--- src/rtl/gpio_pkg.sv ---
package gpio_pkg;
    localparam int PORT_W = 8;
    localparam int SEL_W  = 2;

    typedef enum logic [SEL_W-1:0] {
        SEL_DIR  = 2'd0,
        SEL_DATA = 2'd1,
        SEL_PIN  = 2'd2,
        SEL_NONE = 2'd3
    } sel_e;
endpackage

--- src/rtl/gpio_regs.sv ---
module gpio_regs
    import gpio_pkg::*;
#(
    parameter int W = PORT_W
) (
    input  logic             clk,
    input  logic             rst_n,
    input  logic [SEL_W-1:0] bus_addr,
    input  logic             bus_we,
    input  logic [W-1:0]     bus_wdata,
    output logic [W-1:0]     dir_o,
    output logic [W-1:0]     data_o
);
    typedef struct packed {
        logic [W-1:0] dir;
        logic [W-1:0] data;
    } regs_t;

    regs_t st_d, st_q;
    sel_e  sel;

    assign sel = sel_e'(bus_addr);

    always_comb begin
        st_d = st_q;
        if (bus_we) begin
            case (sel)
                SEL_DIR:  st_d.dir  = bus_wdata;
                SEL_DATA: st_d.data = bus_wdata;
                SEL_PIN:  st_d.data = st_q.data ^ bus_wdata;
                default:  st_d      = st_q;
            endcase
        end
    end

    always_ff @(posedge clk or negedge rst_n) begin
        if (!rst_n) st_q <= '0;
        else        st_q <= st_d;
    end

    assign dir_o  = st_q.dir;
    assign data_o = st_q.data;


    dir_load_chk: assert property (@(posedge clk) disable iff (!rst_n)
        (bus_we && bus_addr == SEL_DIR) |=> (dir_o == $past(bus_wdata)));


    pin_toggle_chk: assert property (@(posedge clk) disable iff (!rst_n)
        (bus_we && bus_addr == SEL_PIN) |=>
            (data_o == ($past(data_o) ^ $past(bus_wdata))) && $stable(dir_o));


    unused_write_chk: assert property (@(posedge clk) disable iff (!rst_n)
        (bus_addr == SEL_NONE) |=> ($stable(dir_o) && $stable(data_o)));
endmodule

--- src/rtl/gpio_sync.sv ---
module gpio_sync
    import gpio_pkg::*;
#(
    parameter int W = PORT_W
) (
    input  logic         clk,
    input  logic         rst_n,
    input  logic         sleep,
    input  logic [W-1:0] pad_in,
    output logic [W-1:0] sync_o
);
    typedef struct packed {
        logic [W-1:0] s1;
        logic [W-1:0] s2;
    } sync_t;

    sync_t        st_d, st_q;
    logic [W-1:0] gated;

    always_comb begin
        gated = sleep ? '0 : pad_in;
        st_d.s1 = gated;
        st_d.s2 = st_q.s1;
    end

    always_ff @(posedge clk or negedge rst_n) begin
        if (!rst_n) st_q <= '0;
        else        st_q <= st_d;
    end

    assign sync_o = st_q.s2;


    sleep_clamp_chk: assert property (@(posedge clk) disable iff (!rst_n)
        (sleep && $past(sleep)) |=> (sync_o == '0));


    sync_delay_chk: assert property (@(posedge clk) disable iff (!rst_n)
        (!sleep && !$past(sleep) && $stable(pad_in)) |=> (sync_o == $past(pad_in)));
endmodule

--- src/rtl/gpio_pad_ctrl.sv ---
module gpio_pad_ctrl
    import gpio_pkg::*;
#(
    parameter int W = PORT_W
) (
    input  logic         clk,
    input  logic         rst_n,
    input  logic [W-1:0] dir_i,
    input  logic [W-1:0] data_i,
    input  logic         pull_dis,
    output logic [W-1:0] pad_oe,
    output logic [W-1:0] pad_out,
    output logic [W-1:0] pad_pu
);
    for (genvar i = 0; i < W; i++) begin : g_pin
        always_comb begin
            pad_oe[i]  = dir_i[i];
            pad_out[i] = data_i[i];
            pad_pu[i]  = !dir_i[i] && data_i[i] && !pull_dis;
        end
    end


    pull_dis_chk: assert property (@(posedge clk) disable iff (!rst_n)
        pull_dis |-> (pad_pu == '0));


    pu_oe_excl_chk: assert property (@(posedge clk) disable iff (!rst_n)
        ((pad_pu & pad_oe) == '0) && ((pad_pu & ~pad_out) == '0));
endmodule

--- src/rtl/gpio_port.sv ---
module gpio_port
    import gpio_pkg::*;
#(
    parameter int W = PORT_W
) (
    input  logic             clk,
    input  logic             rst_n,
    input  logic [SEL_W-1:0] bus_addr,
    input  logic             bus_we,
    input  logic [W-1:0]     bus_wdata,
    output logic [W-1:0]     bus_rdata,
    input  logic             pull_dis,
    input  logic             sleep,
    input  logic [W-1:0]     pad_in,
    output logic [W-1:0]     pad_oe,
    output logic [W-1:0]     pad_out,
    output logic [W-1:0]     pad_pu
);
    logic [W-1:0] dir_w, data_w, sync_w;

    gpio_regs #(.W(W)) regs_i (
        .clk(clk), .rst_n(rst_n), .bus_addr(bus_addr), .bus_we(bus_we),
        .bus_wdata(bus_wdata), .dir_o(dir_w), .data_o(data_w)
    );

    gpio_sync #(.W(W)) sync_i (
        .clk(clk), .rst_n(rst_n), .sleep(sleep), .pad_in(pad_in), .sync_o(sync_w)
    );

    gpio_pad_ctrl #(.W(W)) pad_i (
        .clk(clk), .rst_n(rst_n), .dir_i(dir_w), .data_i(data_w),
        .pull_dis(pull_dis), .pad_oe(pad_oe), .pad_out(pad_out), .pad_pu(pad_pu)
    );

    always_comb begin
        case (sel_e'(bus_addr))
            SEL_DIR:  bus_rdata = dir_w;
            SEL_DATA: bus_rdata = data_w;
            SEL_PIN:  bus_rdata = sync_w;
            default:  bus_rdata = '0;
        endcase
    end


    unused_read_chk: assert property (@(posedge clk) disable iff (!rst_n)
        (bus_addr == SEL_NONE) |-> (bus_rdata == '0));


    data_read_chk: assert property (@(posedge clk) disable iff (!rst_n)
        (bus_addr == SEL_DATA) |-> (bus_rdata == pad_out));
endmodule

--- config.mk ---
export PLATFORM = sky130hd
export DESIGN_NAME = gpio_port
export DESIGN_NICKNAME = d
export VERILOG_FILES = /design/src/rtl/gpio_pkg.sv /design/src/rtl/gpio_regs.sv /design/src/rtl/gpio_sync.sv /design/src/rtl/gpio_pad_ctrl.sv /design/src/rtl/gpio_port.sv
export SDC_FILE = /design/constraint.sdc
export NUM_CORES = 1
export LEC_CHECK = 0
export ABC_AREA = 0
export BUFFER_PORTS_ARGS = -buffer_cell sky130_fd_sc_hd__buf_2
export CORE_ASPECT_RATIO = 1.1
export CORE_MARGIN = 2
export CORE_UTILIZATION = 40
export CTS_CLUSTER_DIAMETER = 100
export DETAILED_ROUTE_END_ITERATION = 8
export PLACE_DENSITY = 0.66
export SLEW_MARGIN = 20
export SYNTH_ARGS = -nofsm -noshare
export SYNTH_HDL_FRONTEND = slang
export SYNTH_SLANG_ARGS = --single-unit
--- constraint.sdc ---
create_clock -name clk -period 2.53 [get_ports clk]
set_input_delay 0.759 -clock clk [delete_from_list [all_inputs] [get_ports clk]]
set_output_delay 0.759 -clock clk [all_outputs]
set_load 0.01 [all_outputs]
==> flow_summary.json, run 1 <==
{
  "routed_wire_length_per_instance_um": 14.6,
  "vdd.ir_drop.worst_v": 0.000372,
  "nFillCells": 311,
  "synth_largest_area_cell": "sky130_fd_sc_hd__dfrtp_1",
  "whs_ns": 0.341,
  "total_power_mw": 1.27,
  "required_ns": 1.77,
  "area_delta_synth_final_pct": 29.6,
  "die_area_mm2": 0.00407,
  "buffer_ports.inserted": 54,
  "grt_first_pass_wirelength_um": 5030,
  "worstSkewPairLatency_ns": 0.33,
  "max_slew_margin": 0.534,
  "diodes": 0,
  "timing.final.hold_violations": 0,
  "timing_worst_slew_pin_value_ns": 0.699,
  "post-dp-hpwl_um": 2310,
  "ys.warnings.count": 0,
  "dieHeight_um": 66.7,
  "cts_max_path_buffers": 2,
  "tritoncts_clock_tree": "done",
  "final_nets": 212,
  "setup.worst_path.start_class": "input pin",
  "finalSetupTns_ns": 0,
  "max_clock_freq_mhz": 402,
  "first_global_vias": 1059,
  "critical_path.slowest_cell": "sky130_fd_sc_hd__a222oi_1",
  "worst_path_max_stage_delay_ns": 0.22,
  "number_of_synthesized_register_bits": 32,
  "synth_cells": 127,
  "syn_nets": 154,
  "grt.overflow.total": 0,
  "layout.cells.most_common_list": "sky130_fd_sc_hd__buf_2 (53), sky130_fd_sc_hd__dfrtp_1 (32), sky130_fd_sc_hd__nor2b_1 (11), sky130_fd_sc_hd__o21ai_0 (11), sky130_fd_sc_hd__a21oi_1 (10)",
  "clock_tree.root_cell": "sky130_fd_sc_hd__clkbuf_4",
  "io_pins": 55,
  "data_arrival_time_of_the_critical_path_ns": 1.73,
  "run_status": "completed",
  "wl_um": 3410,
  "worst_setup_hold_path_clk_slew_ns": 0.10,
  "final_antenna_net_count": 0,
  "period_needed_ns": 2.49,
  "timing.clock.skew_ns": 0.0139,
  "main_area_contributors_after_synthesis": "sky130_fd_sc_hd__dfrtp_1 (56%), sky130_fd_sc_hd__a222oi_1 (5.6%), sky130_fd_sc_hd__nor2b_1 (4.8%)",
  "cellPowerDensity_mw_per_mm2": 683,
  "synth.cell_area_mm2": 0.00143,
  "ys_types": 21,
  "tritoncts.num_buffers": 5,
  "worst_path_most_repeated_cell": "sky130_fd_sc_hd__buf_2",
  "grtUsageTotal": 0.175,
  "setup.worst_path.end_class": "output pin",
  "die_x_um": 61.0,
  "globalplace.congestion": 0.736,
  "synth-seq-area-share": 0.559,
  "timing.final.setup_violations": 0,
  "mean_instance_size_in_the_synthesized_netlist_um2": 11.3,
  "criticalPathCategory": "input pin to output pin",
  "number_of_levels_the_h_tree_was_split_into": 2,
  "worst_path_fanout_max": 8,
  "grt_max_degree": 33,
  "yosysTopAreaCellShare": 0.559,
  "post-route-period-util": 0.983,
  "finalMaxSlewViolations": 0,
  "placeable_core_region_mm2": 0.00339,
  "min_path_type": "flip-flop to flip-flop",
  "max_cap_violations": 0,
  "p_leak_nw": 0.941,
  "postCtsHoldBufs": 0,
  "routed-via-count": 1188,
  "vias_per_cell": 5.10,
  "initialDrtViolationCount": 81,
  "final_layout_size_suffix_gt1_frac": 0.416,
  "drc": 0,
  "cp_cell_sequence": "buf_4 > inv_4 > ha_4 > buf_2 > a222oi_1 > nor2_1 > buf_2",
  "crit_buf_inv": 4,
  "clock_sinks": 32,
  "placementRows": 22,
  "initial_core_util": 0.423,
  "antenna_found_initial": 0,
  "drtPass1Iterations": 4,
  "layout_commonest_cell": "sky130_fd_sc_hd__buf_2",
  "critPathTopFamily": "buffers and inverters"
}
-- through the flow --
step / instances / util / setup slack, ns / cell area, um^2
after CTS: 231 / 0.533 / 0.000536 / 1800
after detailed placement: 224 / 0.512 / -0.0714 / 1730
final: 233 / 0.548 / 0.0429 / 1860
after global routing: 233 / 0.548 / -0.0124 / 1860
after floorplan: 127 / - / 0.175 / 1430
after global placement: 224 / 0.512 / -0.0596 / 1730
-- cell families (layout without fill, tap and decap cells) --
logic type	after synthesis	in the layout	share of synthesized area
compound gates	32	32	0.148
mux	5	5	0.0498
buf+inv	13	71	0.0490
flops	32	32	0.559
fa+ha+maj	4	4	0.0350
simple gates	41	41	0.159
-- cells in the mapped netlist (all sizes together) --
library cell,instances
a211o,3
a21oi,10
a222oi,8
and2,1
buf,6
clkbuf,2
dfrtp,32
ha,4
inv,5
mux2,5
nand2,8
nand3,5
nor2,8
nor2b,11
nor3b,8
o21ai,11
-- where the power goes --
part	total, mW	internal, mW	leakage, nW	switching, mW
Clock	0.319	0.157	0.0374	0.161
Sequential	0.641	0.575	0.398	0.0663
Combinational	0.307	0.149	0.506	0.158
Total	1.27	0.881	0.941	0.386
-- final timing paths --
path / from / cells after the start / slack (ns) / end
min reg2reg: sync_i.st_d[5] / 0 / 0.34 / sync_i.sync_o[5]
max in group asynchronous: rst_n / 1 / 1.61 / sync_i.st_d[1]
min: sync_i.st_d[5] / 0 / 0.34 / sync_i.sync_o[5]
max: bus_addr[0] / 7 / 0.04 / bus_rdata[6]
max reg2reg: regs_i.data_o[4] / 2 / 1.67 / regs_i.data_o[4]
min in group asynchronous: rst_n / 1 / 0.46 / sync_i.sync_o[5]
-- final cells by class --
type | count | area (um^2) | area share
repair buffers | 59 | 310 | 0.167
clock buffers | 7 | 65.1 | 0.0351
multi-input cells | 82 | 598 | 0.322
inverters | 5 | 21.3 | 0.0115
flip-flops and latches | 32 | 801 | 0.432
well taps | 48 | 60.1 | 0.0324
-- what timing repair did --
item                                    CTS  global route
resized for setup                         2             9
setup buffers                             0             2
pin swaps                                 0             6
endpoints found under the setup margin    8             8
-- metal layers --
metal  GRT usage  vias up  routed length, um
li1            -      566                  -
met1       0.224      553               1470
met2       0.267       59               1600
met3      0.0641       10                264
met4      0.0625        0                 74
met5           0        -                  0
-- worst register-to-register path: stages (launching register included) --
cell                      delay (ns)
sky130_fd_sc_hd__dfrtp_1        0.44
sky130_fd_sc_hd__a211o_1        0.31
sky130_fd_sc_hd__nand2_1        0.06
-- sequential cells by signal, summed over array words and instances, names as in the netlist --
| signal | flops |
|---|---|
| regs_i.data_o | 8 |
| regs_i.dir_o | 8 |
| sync_i.st_d | 8 |
| sync_i.sync_o | 8 |
(Power assumes the default switching activity.)
==> run 2, diff against run 1 <==
--- a/config.mk
+++ b/config.mk
@@ -8,12 +8,11 @@
 export ABC_AREA = 0
 export BUFFER_PORTS_ARGS = -buffer_cell sky130_fd_sc_hd__buf_2
 export CORE_ASPECT_RATIO = 1.1
-export CORE_MARGIN = 2
+export CORE_MARGIN = 5
 export CORE_UTILIZATION = 40
 export CTS_CLUSTER_DIAMETER = 100
 export DETAILED_ROUTE_END_ITERATION = 8
 export PLACE_DENSITY = 0.66
-export SLEW_MARGIN = 20
 export SYNTH_ARGS = -nofsm -noshare
 export SYNTH_HDL_FRONTEND = slang
 export SYNTH_SLANG_ARGS = --single-unit
==> flow_summary.json, run 2 (same netlist as run 1, synthesis figures left out) <==
{
  "antenna_found_initial": 0,
  "worst_path_max_stage_delay_ns": 0.32,
  "postCtsHoldBufs": 0,
  "timing.clock.skew_ns": 0.0145,
  "finalSetupTns_ns": 0,
  "total_power_mw": 1.25,
  "max_slew_margin": 0.540,
  "cellPowerDensity_mw_per_mm2": 668,
  "max_cap_violations": 0,
  "finalMaxSlewViolations": 0,
  "io_pins": 55,
  "diodes": 0,
  "cp_cell_sequence": "buf_8 > inv_6 > ha_4 > buf_6 > a222oi_1 > nor2_1 > buf_2",
  "p_leak_nw": 0.952,
  "grt.overflow.total": 0,
  "inst_count_dp": 224,
  "setup.worst_path.end_class": "output pin",
  "stdcell_count": 235,
  "die_x_um": 67.0,
  "area_delta_synth_final_pct": 31.2,
  "final_nets": 213,
  "crit_buf_inv": 4,
  "drtPass1Iterations": 5,
  "cts_max_path_buffers": 2,
  "cellInternalPower_mw": 0.860,
  "r2r_cells": 2,
  "required_ns": 1.77,
  "worst_setup_hold_path_clk_slew_ns": 0.09,
  "number_of_levels_the_h_tree_was_split_into": 2,
  "criticalPathCategory": "input pin to output pin",
  "tritoncts_clock_tree": "done",
  "run_status": "completed",
  "placeable_core_region_mm2": 0.00339,
  "p_comb_frac": 0.250,
  "post-dp-hpwl_um": 2460,
  "stdcell_area_mm2": 0.00188,
  "clock_tree.root_cell": "sky130_fd_sc_hd__clkbuf_4",
  "grt_max_degree": 33,
  "switching_share": 0.314,
  "timing.final.hold_violations": 0,
  "buffer_ports.inserted": 54,
  "pwr-share-seq": 0.509,
  "wl_um": 3460,
  "first_global_vias": 1171,
  "clock_power_share": 0.241,
  "max_clock_freq_mhz": 399,
  "routed-via-count": 1209,
  "drc": 0,
  "minimum_setup_slack_among_reg_to_reg_paths_ns": 1.67,
  "timing_worst_slew_pin_value_ns": 0.689,
  "crit_cells": 7,
  "grtUsageTotal": 0.151,
  "timing.final.setup_violations": 0,
  "worst_path_fanout_max": 6,
  "setup.worst_path.start_class": "input pin",
  "final_layout_size_suffix_gt1_frac": 0.422,
  "data_arrival_time_of_the_critical_path_ns": 1.75,
  "setup_repair_after_global_routing_missed_its_margin": "true",
  "layout.cells.most_common_list": "sky130_fd_sc_hd__buf_2 (52), sky130_fd_sc_hd__dfrtp_1 (32), sky130_fd_sc_hd__nor2b_1 (11), sky130_fd_sc_hd__o21ai_0 (11), sky130_fd_sc_hd__a21oi_1 (10)",
  "clock_sinks": 32,
  "whs_ns": 0.356,
  "worstSkewPairLatency_ns": 0.33,
  "vias_per_cell": 5.14,
  "vdd.ir_drop.worst_v": 0.000328,
  "min_path_type": "flip-flop to flip-flop",
  "initial_core_util": 0.423,
  "die_area_mm2": 0.00488,
  "grt_first_pass_wirelength_um": 5400,
  "globalplace.congestion": 0.827,
  "power.switching_mw": 0.394,
  "final_antenna_net_count": 0,
  "dieHeight_um": 72.7,
  "routed_wire_length_per_instance_um": 14.7,
  "critical_path.slowest_cell": "sky130_fd_sc_hd__a222oi_1",
  "tritoncts.num_buffers": 5,
  "period_needed_ns": 2.51,
  "initialDrtViolationCount": 105,
  "layout_commonest_cell": "sky130_fd_sc_hd__buf_2",
  "post-route-period-util": 0.992,
  "critPathTopFamily": "buffers and inverters",
  "timing.hold.worst_path_depth": 0,
  "placementRows": 22,
  "placement_stage_cell_area_mm2": 0.00173
}
[run 2: changes by cell type in the layout (fill, tap and decap cells not counted), sizes merged]
cell / change
clkinv: +2
buf: +1
clkbuf: -1
[run 2: repair_timing]
item / in CTS / in global routing
setup endpoints to repair: 8 / 8
gates resized for setup: 3 / 17
setup buffers: 0 / 3
pin swaps: 0 / 4
[run 2: metal layers]
layer / wire (um) / vias to the layer above / part of all wire / global-route usage
li1: - / 572 / - / -
met1: 1400 / 587 / 0.40 / 0.186
met2: 1780 / 44 / 0.51 / 0.242
met3: 238 / 6 / 0.069 / 0.0385
met4: 44 / 0 / 0.013 / 0.0721
met5: 0 / - / 0 / 0
[run 2: path summary, 6_finish.rpt]
check                                       from               end
worst min-delay path              sync_i.st_d[2]  sync_i.sync_o[2]
min in group asynchronous                  rst_n  regs_i.data_o[7]
max in group asynchronous                  rst_n    sync_i.st_d[0]
worst max register to register  regs_i.data_o[4]  regs_i.data_o[4]
worst min register to register    sync_i.st_d[2]  sync_i.sync_o[2]
worst max-delay path                 bus_addr[1]      bus_rdata[3]
[run 2: area by class of cell]
cell class	instances	area (um^2)
Fill cell	308	1510
Sequential cell	32	801
Multi-Input combinational cell	82	588
Timing Repair Buffer	60	339
Tap cell	48	60.1
Clock buffer	6	51.3
Inverter	5	28.8
Clock inverter	2	10.0
[run 2: stage by stage]
stage          setup WS (ns)  utilization
3_5_place_dp          -0.120        0.512
3_3_place_gp         -0.0811        0.512
4_1_cts             -0.00324        0.532
5_1_grt             -0.00397        0.555
6_report              0.0212        0.555
2_1_floorplan          0.175            -
[run 2: power groups by stage]
stage | sequential, mW | clock, mW | combinational (mW)
global route | 0.649 | 0.337 | 0.345
global placement | 0.643 | 0 | 0.296
finish | 0.639 | 0.302 | 0.313
detailed placement | 0.649 | 0 | 0.302
floorplan | 0.660 | 0 | 0.141
CTS | 0.639 | 0.311 | 0.304
[run 2: worst reg2reg max path: stages (launching register included)]
cell and delay [ns]:
sky130_fd_sc_hd__dfrtp_1 0.44, sky130_fd_sc_hd__a211o_1 0.31, sky130_fd_sc_hd__nand2_1 0.07
==> run 3, diff against run 2 <==
--- a/config.mk
+++ b/config.mk
@@ -12,7 +12,8 @@
 export CORE_UTILIZATION = 40
 export CTS_CLUSTER_DIAMETER = 100
 export DETAILED_ROUTE_END_ITERATION = 8
-export PLACE_DENSITY = 0.66
+export PLACE_DENSITY = 0.65
 export SYNTH_ARGS = -nofsm -noshare
 export SYNTH_HDL_FRONTEND = slang
+export SYNTH_HIERARCHICAL = 1
 export SYNTH_SLANG_ARGS = --single-unit
==> flow_summary.json, run 3 <==
{
  "final.setup.worst_slack_ns": 0.208,
  "number_of_levels_the_h_tree_was_split_into": 2,
  "period_needed_ns": 2.32,
  "finalSetupTns_ns": 0,
  "synth_largest_area_cell": "sky130_fd_sc_hd__dfrtp_1",
  "run_status": "completed",
  "mean_instance_size_in_the_synthesized_netlist_um2": 12.2,
  "required_ns": 1.77,
  "area_delta_synth_final_pct": 14.4,
  "utilization": 0.471,
  "postCtsHoldBufs": 0,
  "cts_max_path_buffers": 2,
  "grt.overflow.total": 0,
  "grt_first_pass_wirelength_um": 5920,
  "final_layout_size_suffix_gt1_frac": 0.491,
  "drtPass1Iterations": 4,
  "postCtsResizedCells": 0,
  "buffer_ports.inserted": 54,
  "diodes": 0,
  "cellPowerDensity_mw_per_mm2": 747,
  "placeable_core_region_mm2": 0.00396,
  "placement_stage_cell_area_mm2": 0.00177,
  "worst_path_max_stage_delay_ns": 0.28,
  "max_clock_freq_mhz": 431,
  "criticalPathCategory": "input pin to output pin",
  "die_x_um": 70.9,
  "syn_nets": 159,
  "timing.final.hold_violations": 0,
  "clock_tree.root_cell": "sky130_fd_sc_hd__clkbuf_8",
  "worst_setup_hold_path_clk_slew_ns": 0.06,
  "inst_count_dp": 218,
  "tritoncts.num_buffers": 5,
  "io_pins": 55,
  "timing.clock.skew_ns": 0.00248,
  "synth.cell_area_mm2": 0.00163,
  "initial_core_util": 0.412,
  "wl_um": 3540,
  "total_power_mw": 1.39,
  "grtUsageTotal": 0.140,
  "p_leak_nw": 0.898,
  "initialDrtViolationCount": 65,
  "layout_commonest_cell": "sky130_fd_sc_hd__buf_2",
  "cts_post_setup_buffers_inserted": 0,
  "finalMaxSlewViolations": 0,
  "antenna_found_initial": 0,
  "post-place-ws_ns": 0.188,
  "cp_cell_sequence": "buf_2 > mux2i_1 > o2bb2ai_1 > buf_2",
  "vias_per_cell": 4.85,
  "post-route-period-util": 0.918,
  "drc": 0,
  "ys_types": 18,
  "synth-async-reset-ratio": 1.00,
  "grt_max_degree": 33,
  "max_cap_violations": 0,
  "clock_sinks": 32,
  "number_of_synthesized_register_bits": 32,
  "placementRows": 24,
  "dieHeight_um": 77.0,
  "synth_cells": 134,
  "timing.final.setup_violations": 0,
  "post-dp-hpwl_um": 2630,
  "die_area_mm2": 0.00546,
  "stdcell_count": 225,
  "synth_enable_flop_cells": 0,
  "routed-via-count": 1091,
  "data_arrival_time_of_the_critical_path_ns": 1.56,
  "worstSkewPairLatency_ns": 0.28,
  "globalplace.congestion": 0.780,
  "timing_worst_slew_pin_value_ns": 0.704,
  "whs_ns": 0.351,
  "synthMostInstantiatedCell": "sky130_fd_sc_hd__dfrtp_1",
  "first_global_vias": 1163,
  "vdd.ir_drop.worst_v": 0.000312,
  "final_nets": 198,
  "synthTopCellsByCount": "sky130_fd_sc_hd__dfrtp_1 (32), sky130_fd_sc_hd__buf_4 (17), sky130_fd_sc_hd__a21oi_1 (12)",
  "yosysTopAreaCellShare": 0.491,
  "routed_wire_length_per_instance_um": 15.8,
  "min_path_type": "flip-flop to flip-flop",
  "worst_path_fanout_max": 11,
  "worst_path_most_repeated_cell": "sky130_fd_sc_hd__buf_2",
  "layout.cells.most_common_list": "sky130_fd_sc_hd__buf_2 (54), sky130_fd_sc_hd__dfrtp_1 (32), sky130_fd_sc_hd__a21oi_1 (12)",
  "ys.warnings.count": 6,
  "final_antenna_net_count": 0,
  "synth-seq-area-share": 0.491,
  "setup.worst_path.start_class": "input pin",
  "tritoncts_clock_tree": "done",
  "setup_repair_after_global_routing_missed_its_margin": "false",
  "setup.worst_path.end_class": "output pin",
  "critical_path.slowest_cell": "sky130_fd_sc_hd__buf_2",
  "stdcell_area_mm2": 0.00187,
  "max_slew_margin": 0.530,
  "main_area_contributors_after_synthesis": "sky130_fd_sc_hd__dfrtp_1 (49%), sky130_fd_sc_hd__buf_4 (7.8%), sky130_fd_sc_hd__nor3b_2 (6.1%)",
  "synthFlopType": "sky130_fd_sc_hd__dfrtp_1"
}
==> run 3: changes by cell type after synthesis, sizes merged, moves of 3 or more <==
cell	delta
o2bb2ai	+8
a21oi	+6
a211o	-3
o21ai	-3
nand3	+3
buf	+17
mux2	+3
a222oi	-8
nor2	-8
nand2	-7
mux2i	+8
inv	-3
==> run 3: critical path, delay by kind of cell <==
| family | cells | cell delay [ns] |
|---|---|---|
| buffers and inverters | 2 | 0.43 |
| muxes | 1 | 0.27 |
| AOI/OAI and AO/OA | 1 | 0.10 |
==> run 3: layout make-up <==
type	count	area, um^2
clock buffers	7	96.3
fillers	377	2100
inverters	2	7.51
repair buffers	55	278
well taps	52	65.1
flip-flops and latches	32	801
multi-input cells	77	619
==> run 3: kinds of logic after synthesis <==
group,Yosys count,synth area share
mux,16,0.104
compound gates,32,0.126
flops,32,0.491
fa+ha+maj,2,0.0153
simple gates,27,0.134
buf+inv,25,0.130
==> run 3: worst paths after layout <==
check / end / from / depth (start not counted) / slack, ns
min in group asynchronous: regs_i/data_o[0] / rst_n / 1 / 0.53
max: bus_rdata[5] / bus_addr[1] / 4 / 0.21
max in group asynchronous: regs_i/data_o[1] / rst_n / 1 / 1.55
min reg2reg: sync_i/sync_o[7] / sync_i/st_d[7] / 0 / 0.35
max reg2reg: regs_i/data_o[5] / regs_i/data_o[5] / 3 / 1.64
min: sync_i/sync_o[7] / sync_i/st_d[7] / 0 / 0.35
==> run 3: where the power goes <==
group | leakage (nW) | switching [mW] | internal (mW)
clock network | 0.0503 | 0.171 | 0.242
logic | 0.453 | 0.173 | 0.158
registers | 0.394 | 0.0709 | 0.580
==> run 3: per-layer routing <==
layer | global-route usage | routed length (um) | vias to the layer above
met5 | 0 | 0 | -
met4 | 0.0526 | 29 | 0
met3 | 0.0497 | 207 | 2
met2 | 0.235 | 1900 | 31
met1 | 0.163 | 1400 | 528
li1 | - | - | 530
